**src/rtl/pipe_hazard_pkg.sv**
```systemverilog
// Package: shared types for the pipeline interlock and flush controller.
// Assumes a single-issue five-stage in-order pipeline.
package pipe_hazard_pkg;

    // Control bundle produced by the arbiter each cycle.
    typedef struct packed {
        logic stall;    // freeze PC and fetch/decode latch, bubble into execute
        logic kill_if;  // squash the instruction in fetch
        logic kill_of;  // squash the instruction in operand fetch
    } hzd_ctl_t;

endpackage

```
**src/rtl/hzd_src_match.sv**
```systemverilog
// Module: hzd_src_match
// Compares every source slot of the operand-fetch instruction with one
// destination index. Only slots flagged as used may report a hit.
// Assumes slot i occupies bits [i*REG_AW +: REG_AW] of src_idx.
module hzd_src_match #(
    parameter int REG_AW  = 5,
    parameter int NUM_SRC = 2
) (
    input  logic [NUM_SRC-1:0]        src_use,
    input  logic [NUM_SRC*REG_AW-1:0] src_idx,
    input  logic [REG_AW-1:0]         dst_idx,
    output logic                      any_hit
);
    logic [NUM_SRC-1:0] slot_hit;

    // One comparator per source slot, qualified by its use bit.
    for (genvar g = 0; g < NUM_SRC; g++) begin : g_slot
        assign slot_hit[g] = src_use[g] && (src_idx[g*REG_AW +: REG_AW] == dst_idx);
    end

    // Reduce per-slot hits to a single dependence flag.
    assign any_hit = |slot_hit;
endmodule

```
**src/rtl/hzd_loaduse_detect.sv**
```systemverilog
// Module: hzd_loaduse_detect
// Flags a load-use hazard: a valid load in execute whose nonzero
// destination is read by the valid instruction in operand fetch.
// Assumes register index ZERO_REG is hardwired and never written.
module hzd_loaduse_detect #(
    parameter int REG_AW   = 5,
    parameter int NUM_SRC  = 2,
    parameter int ZERO_REG = 0
) (
    input  logic                      of_valid,
    input  logic [NUM_SRC-1:0]        of_src_use,
    input  logic [NUM_SRC*REG_AW-1:0] of_src_idx,
    input  logic                      ex_valid,
    input  logic                      ex_is_load,
    input  logic [REG_AW-1:0]         ex_dst_idx,
    output logic                      lu_hazard
);
    localparam logic [REG_AW-1:0] ZERO_IDX = REG_AW'(ZERO_REG);

    logic dep_hit;
    logic producer_late;

    hzd_src_match #(
        .REG_AW (REG_AW),
        .NUM_SRC(NUM_SRC)
    ) i_match (
        .src_use(of_src_use),
        .src_idx(of_src_idx),
        .dst_idx(ex_dst_idx),
        .any_hit(dep_hit)
    );

    // Only a live load to a real register produces its value too late to forward.
    assign producer_late = ex_valid && ex_is_load && (ex_dst_idx != ZERO_IDX);

    // Hazard exists when a live consumer depends on that late producer.
    assign lu_hazard = producer_late && of_valid && dep_hit;
endmodule

```
**src/rtl/hzd_arbiter.sv**
```systemverilog
// Module: hzd_arbiter
// Resolves stall and flush requests into one control bundle.
// A taken branch outranks a load-use stall. Nothing is raised until armed.
module hzd_arbiter
    import pipe_hazard_pkg::*;
(
    input  logic     armed,
    input  logic     lu_req,
    input  logic     br_req,
    output hzd_ctl_t ctl
);
    // Priority pick: flush first, else stall, else idle.
    always_comb begin
        ctl = '0;
        if (armed) begin
            if (br_req) begin
                ctl.kill_if = 1'b1;
                ctl.kill_of = 1'b1;
            end else if (lu_req) begin
                ctl.stall = 1'b1;
            end
        end
    end
endmodule

```
**src/rtl/pipe_hazard_ctl.sv**
```systemverilog
// Module: pipe_hazard_ctl (top)
// Interlock and flush controller for a five-stage in-order pipeline.
// Stalls one cycle on load-use only; a taken branch in execute squashes
// the fetch and operand-fetch slots. Outputs are combinational in the stage
// inputs and gated by an arm flag set one edge after reset release.
module pipe_hazard_ctl
    import pipe_hazard_pkg::*;
#(
    parameter int REG_AW   = 5,
    parameter int NUM_SRC  = 2,
    parameter int ZERO_REG = 0
) (
    input  logic                      clk,
    input  logic                      rst_n,
    input  logic                      of_valid,
    input  logic [NUM_SRC-1:0]        of_src_use,
    input  logic [NUM_SRC*REG_AW-1:0] of_src_idx,
    input  logic                      ex_valid,
    input  logic                      ex_is_load,
    input  logic [REG_AW-1:0]         ex_dst_idx,
    input  logic                      ex_br_taken,
    output logic                      pc_hold,
    output logic                      ifof_hold,
    output logic                      ofex_bubble,
    output logic                      if_kill,
    output logic                      of_kill
);
    logic     armed_q;
    logic     lu_hazard;
    logic     br_flush;
    hzd_ctl_t ctl;

    // Arm flag: low through reset, set on the first edge after release.
    always_ff @(posedge clk) begin
        if (!rst_n) armed_q <= 1'b0;
        else        armed_q <= 1'b1;
    end

    hzd_loaduse_detect #(
        .REG_AW  (REG_AW),
        .NUM_SRC (NUM_SRC),
        .ZERO_REG(ZERO_REG)
    ) i_lu (
        .of_valid  (of_valid),
        .of_src_use(of_src_use),
        .of_src_idx(of_src_idx),
        .ex_valid  (ex_valid),
        .ex_is_load(ex_is_load),
        .ex_dst_idx(ex_dst_idx),
        .lu_hazard (lu_hazard)
    );

    // A branch only redirects when the execute slot is live.
    assign br_flush = ex_valid && ex_br_taken;

    hzd_arbiter i_arb (
        .armed (armed_q && rst_n),
        .lu_req(lu_hazard),
        .br_req(br_flush),
        .ctl   (ctl)
    );

    // Fan the bundle out to the latch controls.
    assign pc_hold     = ctl.stall;
    assign ifof_hold   = ctl.stall;
    assign ofex_bubble = ctl.stall;
    assign if_kill     = ctl.kill_if;
    assign of_kill     = ctl.kill_of;
endmodule

```
**config.mk**
```make
export PLATFORM = sky130hd
export DESIGN_NAME = pipe_hazard_ctl
export DESIGN_NICKNAME = d
export VERILOG_FILES = /design/src/rtl/pipe_hazard_pkg.sv /design/src/rtl/hzd_src_match.sv /design/src/rtl/hzd_loaduse_detect.sv /design/src/rtl/hzd_arbiter.sv /design/src/rtl/pipe_hazard_ctl.sv
export SDC_FILE = /design/constraint.sdc
export NUM_CORES = 1
export LEC_CHECK = 0
export BUFFER_PORTS_ARGS = -buffer_cell sky130_fd_sc_hd__buf_2
export CORE_AREA = 2 2 39 41
export CTS_BUF_LIST = sky130_fd_sc_hd__clkbuf_4
export DETAILED_ROUTE_END_ITERATION = 12
export DIE_AREA = 0 0 41 43
export GPL_TIMING_DRIVEN = 0
export PLACE_DENSITY = 0.43
export SLEW_MARGIN = 30
export SYNTH_ARGS = -nofsm -noshare
export SYNTH_HDL_FRONTEND = slang
export SYNTH_SLANG_ARGS = --single-unit
```
**constraint.sdc**
```tcl
create_clock -name clk -period 2.1 [get_ports clk]
set_clock_uncertainty 0.15 [all_clocks]
set_input_delay 0.21 -clock clk [delete_from_list [all_inputs] [get_ports clk]]
set_output_delay 0.21 -clock clk [all_outputs]
set_load 0.05 [all_outputs]
```
==> results.md <==
- Status: completed
- CP arrival: ~1.5 ns
- YS warnings: 0
- Utilization after layout: 25.8%
- Routed vias: around 250
- Drt first-iter violations: 0
- Most flop-heavy register: armed_q
- Hold-fix buffers, CTS: 0
- Most used cell, CP: buf_2
- Delay-heaviest family, CP: buffers and inverters
- Number of remaining DRC errors: 0
- Max-slew headroom: between 80% and 90%
- Switch share: about a third
- Setup TNS: 0 ns
- Max reg flops: 1
- Worst path required time: around 1.7 ns
- Post-Syn Area per Cell: 7.60 um^2
- Area delta synth->final: 80.4%
- Final nets: between 70 and 80
- Antenna viol nets, final: 0
- Final worst path period need: 1.84 ns
- HP Class: in2reg
- Final WL: 550 um
- Sequential fraction of the synthesis area: between 10% and 20%
- Startpoint types: primary input
- Largest net degree at the start of global routing: 4
- FMAX: ~540 MHz
- Crit path buf inv count: 3
- Final Hold Fails: 0
- Placed cell areas: approximately 360 um^2
- RSZ-0062 raised after global routing: false
- Initial cell density of the core: between 10% and 20%
- GP Congestion: 0.679
- Int Pwr: approximately 0.047 mW
- Overflow left after global routing: 0
- Crit path cell chain: buf_2, xor2_1, nor4_1, nand3_1, a21oi_2, buf_4, buf_2
- Number of global-route vias before repair: 207
- Crit Path Max Fanout: 3
- Seq cells post-synth: 1
- Clock share of power: 0%
- Distinct cells, synth: 14
- First-pass detailed-route iteration total: 1
- Biggest regs: armed_q: 1 flops
- Combinational share of power: 71.3%
- Pins Over Slew Limit: 0
- Setup bufs post-CTS: 0
- Antenna cells: 0
- Fin crit share: 87.7%
- DIE AREA: around 1800 um^2
- Peak supply drop: roughly 0.00006 V
- Pwr/cell area: approximately 200 nW/um^2
- Initial antenna violation count: 0
- Row count: 14
- Width of the die: around 40 um
- Port bufs: 27
- Delay of the slowest critical-path stage: between 0.3 and 0.4 ns
- First-pass GRT wire length: 752 um
- Mapped Cells: 26
- Leakage: ~0.19 nW
- WHS: ~0.18 ns
- Commonest non-fill, non-tap cell in the layout: buf_2
- Final setup fails: 0
- Layout Cell Area excl Fill: approximately 360 um^2
- Psw: between 0.02 and 0.025 mW
- CTS resizes: 0
- Worst Max-Slew Pin Slew: 0.278 ns
- Worst-path clk slew: 0 ns
- Most frequent cells in the layout: buf_2, xor2_1, nand3_1, buf_4, xnor2_1
- Flop pwr share: about 29%
- Worst Slack Setup Final: between 0.2 and 0.3 ns
- Crit-path slowest cell: nor4_1
- Share of layout cells above drive strength 1: 60.4%
- Die height: between 40 and 50 um
- Critical path class: in2out
- Ports: 28
- MaxCap Viol Count: 0
- Core footprint: 1380 um^2
- Post-synthesis cell area: 198 um^2
- Drt via density: 3.68
- Mapped Nets: 49
- Crit end category: primary output
- Wire per inst: around 8 um
- Worst Setup Slack post-DPL: about 0.21 ns
- GRT Resource Usage Total: 5.69%
- Post-DP HPWL: roughly 520 um
final cells by class:
class / instances / area, um^2
fillers: 152 / 1030
multi-input cells: 21 / 155
repair buffers: 27 / 135
plain buffers: 3 / 22.5
flip-flops and latches: 1 / 20.0
well taps: 16 / 20.0
inverters: 1 / 3.75
power by group through the flow:
stage | clock, mW | combinational [mW] | sequential (mW)
global route | 0 | 0.0575 | 0.0209
detailed placement | 0 | 0.0520 | 0.0207
floorplan | 0 | 0.0233 | 0.0206
global placement | 0 | 0.0516 | 0.0207
finish | 0 | 0.0512 | 0.0207
CTS | 0 | 0.0523 | 0.0207
synth_stat cells:
| master | n | area, um^2 |
|---|---|---|
| nor4_1 | 1 | 6.26 |
| o21ai_1 | 1 | 5.00 |
| dfxtp_1 | 1 | 20.0 |
| xor2_1 | 8 | 70.1 |
| nand3_1 | 3 | 15.0 |
| buf_4 | 3 | 22.5 |
| xnor2_1 | 2 | 17.5 |
| nand2_1 | 1 | 3.75 |
| a21oi_1 | 1 | 5.00 |
| inv_1 | 1 | 3.75 |
| nor4_2 | 1 | 12.5 |
| nor2_1 | 1 | 3.75 |
| nor3_1 | 1 | 5.00 |
| or4_1 | 1 | 7.51 |
metrics by stage:
| step | cells | power (mW) |
|---|---|---|
| 2_1_floorplan | 26 | 0.0439 |
| 3_3_place_gp | 69 | 0.0723 |
| 3_5_place_dp | 69 | 0.0727 |
| 4_1_cts | 69 | 0.0730 |
| 5_1_grt | 69 | 0.0784 |
| 6_report | 69 | 0.0719 |
kinds of logic (layout without fill, tap and decap cells):
group / count (synthesis) / in the layout / synth area share (%)
xor+xnor: 10 / 10 / 44.3
flops: 1 / 1 / 10.1
simple gates: 9 / 9 / 27.2
compound gates: 2 / 2 / 5.06
buf+inv: 4 / 31 / 13.3
routing by layer:
layer,routed length [um],vias to the layer above,global-route usage (%),part of all wire [%]
met5,0,-,0,0
met2,256,16,10.3,47
met1,211,98,7.59,38
met3,82,0,0,15
met4,0,0,0,0
li1,-,140,-,-
worst paths after layout:
kind                          start  endpoint  slack, ns  cells after the start
worst max-delay path  ex_dst_idx[2]   pc_hold       0.26                      7
worst min-delay path          rst_n   armed_q       0.18                      1
(Power assumes the default switching activity.)
